===== src/rtl/bssid_filt_pkg.sv =====
package bssid_filt_pkg;
  typedef enum logic [1:0] {
    REG_MAC_LO  = 2'd0,
    REG_MAC_HI  = 2'd1,
    REG_MASK_LO = 2'd2,
    REG_MASK_HI = 2'd3
  } reg_sel_e;
endpackage


===== src/rtl/bf_addr_regs.sv =====
module bf_addr_regs
  import bssid_filt_pkg::*;
#(
  parameter int ADDR_W = 48,
  parameter int WORD_W = 32
) (
  input  logic              clk_i,
  input  logic              rst_ni,
  input  logic              wr_en_i,
  input  logic [1:0]        wr_sel_i,
  input  logic [WORD_W-1:0] wr_data_i,
  input  logic              load_i,
  input  logic [ADDR_W-1:0] load_mask_i,
  output logic [ADDR_W-1:0] mac_o,
  output logic [ADDR_W-1:0] mask_o
);
  localparam int HI_W = ADDR_W - WORD_W;

  logic [ADDR_W-1:0] mac_q, mask_q;
  logic [HI_W-1:0]   mask_hi_stage_q;

  always_ff @(posedge clk_i or negedge rst_ni) begin
    if (!rst_ni) begin
      mac_q           <= '0;
      mask_q          <= '1;
      mask_hi_stage_q <= '1;
    end else if (wr_en_i) begin
      case (reg_sel_e'(wr_sel_i))
        REG_MAC_LO:  mac_q[WORD_W-1:0]      <= wr_data_i;
        REG_MAC_HI:  mac_q[ADDR_W-1:WORD_W] <= wr_data_i[HI_W-1:0];
        REG_MASK_HI: mask_hi_stage_q        <= wr_data_i[HI_W-1:0];
        default:     mask_q                 <= {mask_hi_stage_q, wr_data_i};
      endcase
    end else if (load_i) begin
      // keep the stage aligned so a later low-only write preserves the loaded high word
      mask_q          <= load_mask_i;
      mask_hi_stage_q <= load_mask_i[ADDR_W-1:WORD_W];
    end
  end

  assign mac_o  = mac_q;
  assign mask_o = mask_q;

  p_hi_staged_r4: assert property (@(posedge clk_i) disable iff (!rst_ni)
    (wr_en_i && wr_sel_i == REG_MASK_HI) |=> $stable(mask_o));

  p_wr_over_load_r9: assert property (@(posedge clk_i) disable iff (!rst_ni)
    (wr_en_i && wr_sel_i == REG_MASK_LO && load_i) |=> mask_o[WORD_W-1:0] == $past(wr_data_i));

  p_load_r9: assert property (@(posedge clk_i) disable iff (!rst_ni)
    (load_i && !wr_en_i) |=> mask_o == $past(load_mask_i));

  p_mac_no_load_r9: assert property (@(posedge clk_i) disable iff (!rst_ni)
    (load_i && !wr_en_i) |=> $stable(mac_o));
endmodule


===== src/rtl/bf_mask_builder.sv =====
module bf_mask_builder #(
  parameter int ADDR_W = 48
) (
  input  logic              clk_i,
  input  logic              rst_ni,
  input  logic [ADDR_W-1:0] mac_i,
  input  logic              clear_i,
  input  logic              push_i,
  input  logic [ADDR_W-1:0] bssid_i,
  output logic [ADDR_W-1:0] acc_o
);
  logic [ADDR_W-1:0] acc_q;
  logic [ADDR_W-1:0] agree;

  assign agree = ~(mac_i ^ bssid_i);

  always_ff @(posedge clk_i or negedge rst_ni) begin
    if (!rst_ni)      acc_q <= '1;
    else if (clear_i) acc_q <= '1;
    else if (push_i)  acc_q <= acc_q & agree;
  end

  assign acc_o = acc_q;

  p_clear_ones_r10: assert property (@(posedge clk_i) disable iff (!rst_ni)
    clear_i |=> (&acc_o));

  p_push_shrinks_r8: assert property (@(posedge clk_i) disable iff (!rst_ni)
    (push_i && !clear_i) |=> ((acc_o & ~$past(acc_o)) == '0));

  p_idle_hold_r8: assert property (@(posedge clk_i) disable iff (!rst_ni)
    (!push_i && !clear_i) |=> $stable(acc_o));
endmodule


===== src/rtl/bf_masked_cmp.sv =====
module bf_masked_cmp #(
  parameter int ADDR_W = 48,
  parameter int LANE_W = 8
) (
  input  logic              clk_i,
  input  logic              rst_ni,
  input  logic [ADDR_W-1:0] mac_i,
  input  logic [ADDR_W-1:0] mask_i,
  input  logic              frm_valid_i,
  input  logic [ADDR_W-1:0] frm_bssid_i,
  output logic              acc_valid_o,
  output logic              acc_o
);
  localparam int LANES = ADDR_W / LANE_W;

  logic [LANES-1:0] lane_ok;
  logic valid_q, acc_q;

  for (genvar l = 0; l < LANES; l++) begin : g_lane
    assign lane_ok[l] = ((frm_bssid_i[l*LANE_W +: LANE_W] ^ mac_i[l*LANE_W +: LANE_W])
                         & mask_i[l*LANE_W +: LANE_W]) == '0;
  end

  always_ff @(posedge clk_i or negedge rst_ni) begin
    if (!rst_ni) begin
      valid_q <= 1'b0;
      acc_q   <= 1'b0;
    end else begin
      valid_q <= frm_valid_i;
      acc_q   <= frm_valid_i & (&lane_ok);
    end
  end

  assign acc_valid_o = valid_q;
  assign acc_o       = acc_q;

  p_lat_r7: assert property (@(posedge clk_i) disable iff (!rst_ni)
    frm_valid_i |=> acc_valid_o);

  p_idle_low_r7: assert property (@(posedge clk_i) disable iff (!rst_ni)
    !frm_valid_i |=> (!acc_valid_o && !acc_o));

  p_exact_r5: assert property (@(posedge clk_i) disable iff (!rst_ni)
    (frm_valid_i && (&mask_i)) |=> (acc_o == ($past(frm_bssid_i) == $past(mac_i))));

  p_zero_mask_r6: assert property (@(posedge clk_i) disable iff (!rst_ni)
    (frm_valid_i && mask_i == '0) |=> acc_o);

  p_own_mac_r1: assert property (@(posedge clk_i) disable iff (!rst_ni)
    (frm_valid_i && frm_bssid_i == mac_i) |=> acc_o);
endmodule


===== src/rtl/bssid_filter.sv =====
module bssid_filter #(
  parameter int ADDR_W = 48,
  parameter int WORD_W = 32,
  parameter int LANE_W = 8
) (
  input  logic              clk_i,
  input  logic              rst_ni,
  input  logic              wr_en_i,
  input  logic [1:0]        wr_sel_i,
  input  logic [WORD_W-1:0] wr_data_i,
  input  logic              bld_clear_i,
  input  logic              bld_push_i,
  input  logic [ADDR_W-1:0] bld_bssid_i,
  input  logic              bld_load_i,
  output logic [ADDR_W-1:0] bld_mask_o,
  input  logic              frm_valid_i,
  input  logic [ADDR_W-1:0] frm_bssid_i,
  output logic              acc_valid_o,
  output logic              acc_o
);
  logic [ADDR_W-1:0] mac, mask, bld_acc;

  bf_addr_regs #(.ADDR_W(ADDR_W), .WORD_W(WORD_W)) u_regs (
    .clk_i       (clk_i),
    .rst_ni      (rst_ni),
    .wr_en_i     (wr_en_i),
    .wr_sel_i    (wr_sel_i),
    .wr_data_i   (wr_data_i),
    .load_i      (bld_load_i),
    .load_mask_i (bld_acc),
    .mac_o       (mac),
    .mask_o      (mask)
  );

  bf_mask_builder #(.ADDR_W(ADDR_W)) u_bld (
    .clk_i   (clk_i),
    .rst_ni  (rst_ni),
    .mac_i   (mac),
    .clear_i (bld_clear_i),
    .push_i  (bld_push_i),
    .bssid_i (bld_bssid_i),
    .acc_o   (bld_acc)
  );

  bf_masked_cmp #(.ADDR_W(ADDR_W), .LANE_W(LANE_W)) u_cmp (
    .clk_i       (clk_i),
    .rst_ni      (rst_ni),
    .mac_i       (mac),
    .mask_i      (mask),
    .frm_valid_i (frm_valid_i),
    .frm_bssid_i (frm_bssid_i),
    .acc_valid_o (acc_valid_o),
    .acc_o       (acc_o)
  );

  assign bld_mask_o = bld_acc;
endmodule


===== config.mk =====
export PLATFORM = sky130hd
export DESIGN_NAME = bssid_filter
export DESIGN_NICKNAME = d
export VERILOG_FILES = /design/src/rtl/bssid_filt_pkg.sv /design/src/rtl/bf_addr_regs.sv /design/src/rtl/bf_mask_builder.sv /design/src/rtl/bf_masked_cmp.sv /design/src/rtl/bssid_filter.sv
export SDC_FILE = /design/constraint.sdc
export NUM_CORES = 1
export LEC_CHECK = 0
export BUFFER_PORTS_ARGS = -buffer_cell sky130_fd_sc_hd__buf_2
export CORE_MARGIN = 4
export CORE_UTILIZATION = 49
export DETAILED_ROUTE_END_ITERATION = 10
export PLACE_DENSITY = 0.75
export SLEW_MARGIN = 0
export SYNTH_ARGS = -nofsm -noshare
export SYNTH_HDL_FRONTEND = slang
export SYNTH_SLANG_ARGS = --single-unit

===== constraint.sdc =====
create_clock -name clk_i -period 1.6 [get_ports clk_i]
set_clock_uncertainty 0.2 [all_clocks]
set_input_delay 0.32 -clock clk_i [delete_from_list [all_inputs] [get_ports clk_i]]
set_output_delay 0.32 -clock clk_i [all_outputs]
set_load 0.01 [all_outputs]

==> summary.md <==
| Metric | Value |
|---|---|
| Status | `complete, but fails checks` |
| Failing checks | `setup timing` |
| Initial antenna violation count | `3` |
| Dpl hpwl | `around 14000 um` |
| DR vias | `about 6200` |
| Net Count, Synth | `about 800` |
| TritonCTS clock tree | `built` |
| H-tree levels | `4` |
| Initial core utilization | `about half` |
| Sw power | `around 3.6 mW` |
| Slew @ Worst Pin | `~0.47 ns` |
| Placer Congestion | `a little over 0.8` |
| Starting DRC count in detailed routing | `286` |
| Most frequent cell after synthesis | `dfstp_2` |
| Area growth syn-to-layout | `42.2%` |
| Post-synth EDFFs | `0` |
| Number of global-route vias before repair | `~6400` |
| Netlist Area Pre-Place | `about 0.0077 mm^2` |
| Area share of the largest cell type after synthesis | `between 30% and 40%` |
| Net count, final | `about 1100` |
| DRT Pass-1 Iters | `5` |
| Fmax | `about 0.57 GHz` |
| Power, Total | `approximately 13 mW` |
| Sequential share of power | `~42%` |
| # fillers | `between 1000 and 1500` |
| Logic gate share of total power | `between 20 and 25%` |
| Die X | `~130 um` |
| Die area | `between 0.015 and 0.02 mm^2` |
| Final period utilization | `110%` |
| Dominant cell type by area after synthesis | `dfstp_2` |
| Switch share | `27.5%` |
| Worst path cell trace | `xor2_2 > a22oi_2 > and4_4 > nand4_1 > nor4_2` |
| Row count | `45` |
| CTS root buf | `clkbuf_16` |
| Final global-route overflow total | `0` |
| Kind of critical path | `register to register` |
| Critical path launch point type | `register` |
| Dpl ws | `-0.221 ns` |
| Layout cell share with drive strength beyond 1 | `about half` |
| Period minus WS final | `roughly 1.8 ns` |
| Worst setup margin | `-0.164 ns` |
| CTS max path bufs | `2` |
| # Max-Cap Violations | `0` |
| VDD IR max | `between 0.7 and 0.8 mV` |
| Pint | `between 9 and 10 mW` |
| Worst EP required | `between 1.5 and 2 ns` |
| DR vias/cell | `5.18` |
| Leakage | `between 5 and 6 nW` |
| Final setup vio count | `7` |
| Pwr/cell area | `~1200 mW/mm^2` |
| Multi-input logic area | `between 0.003 and 0.004 mm^2` |
| PortBufs | `roughly 190` |
| Yosys warnings | `0` |
| IO Pins | `between 150 and 200` |
| First-pass GRT wire length | `around 34000 um` |
| Count of cell types in the netlist | `27` |
| Synth top area cells | `dfstp_2, dfrtp_1, xor2_1, mux2_2, a21oi_1` |
| Seq cells post-synth | `around 160` |
| Minimum hold slack | `0.0230 ns` |
| Clock sink total | `approximately 160` |
| Num CTS Buffers | `17` |
| Slowest cell on the critical path | `dfrtp_1` |
| Final Hold Fails | `0` |
| Ys flop type | `dfstp_2` |
| Clock share of power | `between 30% and 40%` |
| Critical Path AT | `roughly 1.9 ns` |
| Core area | `~0.015 mm^2` |
| Synth cell count leaders | `dfstp_2, a21oi_1, xor2_1` |
| Cell Area, Placed | `slightly above 0.009 mm^2` |
| CP endpoint kind | `register` |
| Post-Route WL | `roughly 21000 um` |
| Register Area | `about 0.0042 mm^2` |
| Worst hold path type | `primary input to register` |
| Seq/Total Area, Yosys | `between 50% and 60%` |
| Max-slew headroom | `about two thirds` |
| FFs w/ async S/R, synth | `between 90% and 100%` |
| Largest net degree at the start of global routing | `49` |
| Fin util | `about 72%` |
| Clock latency on the worst-skew pair | `0.43 ns` |
| GRT Overall Usage | `between 20 and 25%` |
| Final instance area | `about 0.011 mm^2` |
| Synthesized instance count | `approximately 680` |
| DRC viols | `0` |
| Worst-path fanout max | `2` |
| Die Span Y | `around 130 um` |
| RSZ-0062 raised after global routing | `true` |
| Clk slew on worst S/H paths | `about 0.06 ns` |
| Antenna cells | `0` |
| Slowest stage delay, CP | `0.41 ns` |
| ANT nets after route | `0` |
| Drt wl/cell | `17.8 um` |
| Mean Syn Cell Area | `between 10 and 15 um^2` |
| Fin. max-slew vios | `0` |
==> layout make-up <==
| class | count | area share [%] |
|---|---|---|
| clock inverter | 12 | 1.63 |
| clock buffer | 20 | 4.25 |
| tap | 211 | 2.40 |
| sequential | 162 | 38.2 |
| timing repair buffer | 314 | 22.3 |
| multi-input combinational | 485 | 31.2 |
==> worst max-delay path: cells and delay by family, from the launching register on <==
| kind | cells | cell delay, ns |
|---|---|---|
| xor gates and xnor gates | 1 | 0.19 |
| AOI/OAI and AO/OA | 1 | 0.21 |
| DFF | 1 | 0.41 |
| and+or+nand+nor | 3 | 0.65 |
==> flip-flops by register name, summed over array words and instances (netlist names) <==
name / cells
u_bld.acc_o: 48
u_regs.mac_o: 48
u_regs.mask_o: 48
u_regs.mask_hi_stage_q: 16
u_cmp.acc_o: 1
u_cmp.acc_valid_o: 1
==> cells in the final DEF (no fill, tap or decap), types with 48 or more instances in the layout <==
cell type,instances
mux2_2,48
dfstp_2,112
a21o_1,48
a21oi_1,96
nand2_1,51
xor2_1,94
dfrtp_1,50
nor2_1,64
buf_2,136
buf_6,49
buf_4,83
==> what timing repair did <==
| action | in CTS | in global routing |
|---|---|---|
| resized for setup | 59 | 2 |
| hold buffers | 32 | 1 |
| buffers inserted | 43 | 5 |
| endpoints found under the setup margin | 49 | 49 |
| pin swaps | 9 | 5 |
| hold endpoints to repair | 118 | 1 |
==> power groups by stage <==
stage	clock [mW]	sequential, mW	combinational (mW)
3_3_place_gp	0	5.57	2.58
5_1_grt	4.67	5.65	3.47
3_5_place_dp	0	5.60	2.62
4_1_cts	4.49	5.55	3.14
6_report	4.43	5.56	3.17
2_1_floorplan	0	5.60	1.41
==> path summary, 6_finish.rpt <==
check / from / endpoint / slack (ns) / cells past startpoint
setup / recovery: u_regs.mac_o[24] / u_cmp.acc_o / -0.16 / 5
hold / removal: bld_bssid_i[9] / u_bld.acc_o[9] / 0.02 / 4
setup reg to reg: u_regs.mac_o[24] / u_cmp.acc_o / -0.16 / 5
hold reg to reg: u_regs.mask_hi_stage_q[10] / u_regs.mask_hi_stage_q[10] / 0.30 / 2
max in group asynchronous: rst_ni / u_bld.acc_o[39] / 0.47 / 3
min in group asynchronous: rst_ni / u_regs.mac_o[31] / 0.15 / 2
==> through the flow <==
stage	cells	TNS, ns
2_1_floorplan	683	0
3_3_place_gp	1091	-0.882
3_5_place_dp	1091	-1.68
4_1_cts	1198	-0.484
5_1_grt	1204	-1.55
6_report	1204	-0.179
==> kinds of logic (layout without fill, tap and decap cells) <==
group                  count (synthesis)  count (layout)  synth area share (%)
XOR/XNOR                              96              96                  10.9
multiplexers                          80              80                  11.1
flip-flops                           162             162                  54.3
buffers and inverters                 36             346                  2.19
AND/OR/NAND/NOR                      141             141                  7.92
AO/OA/AOI/OAI                        168             168                  13.5
==> layer usage <==
metal  GRT usage [%]  part of all wire (%)  vias to the layer above  wire length [um]
met1            31.9                    43                     3050              9270
met4            6.97                   1.5                        6               326
met3            7.33                   6.6                       29              1420
met2            39.7                    49                      212             10400
li1                -                     -                     2945                 -
met5               0                  0.12                        -                25
(Power assumes the default switching activity.)
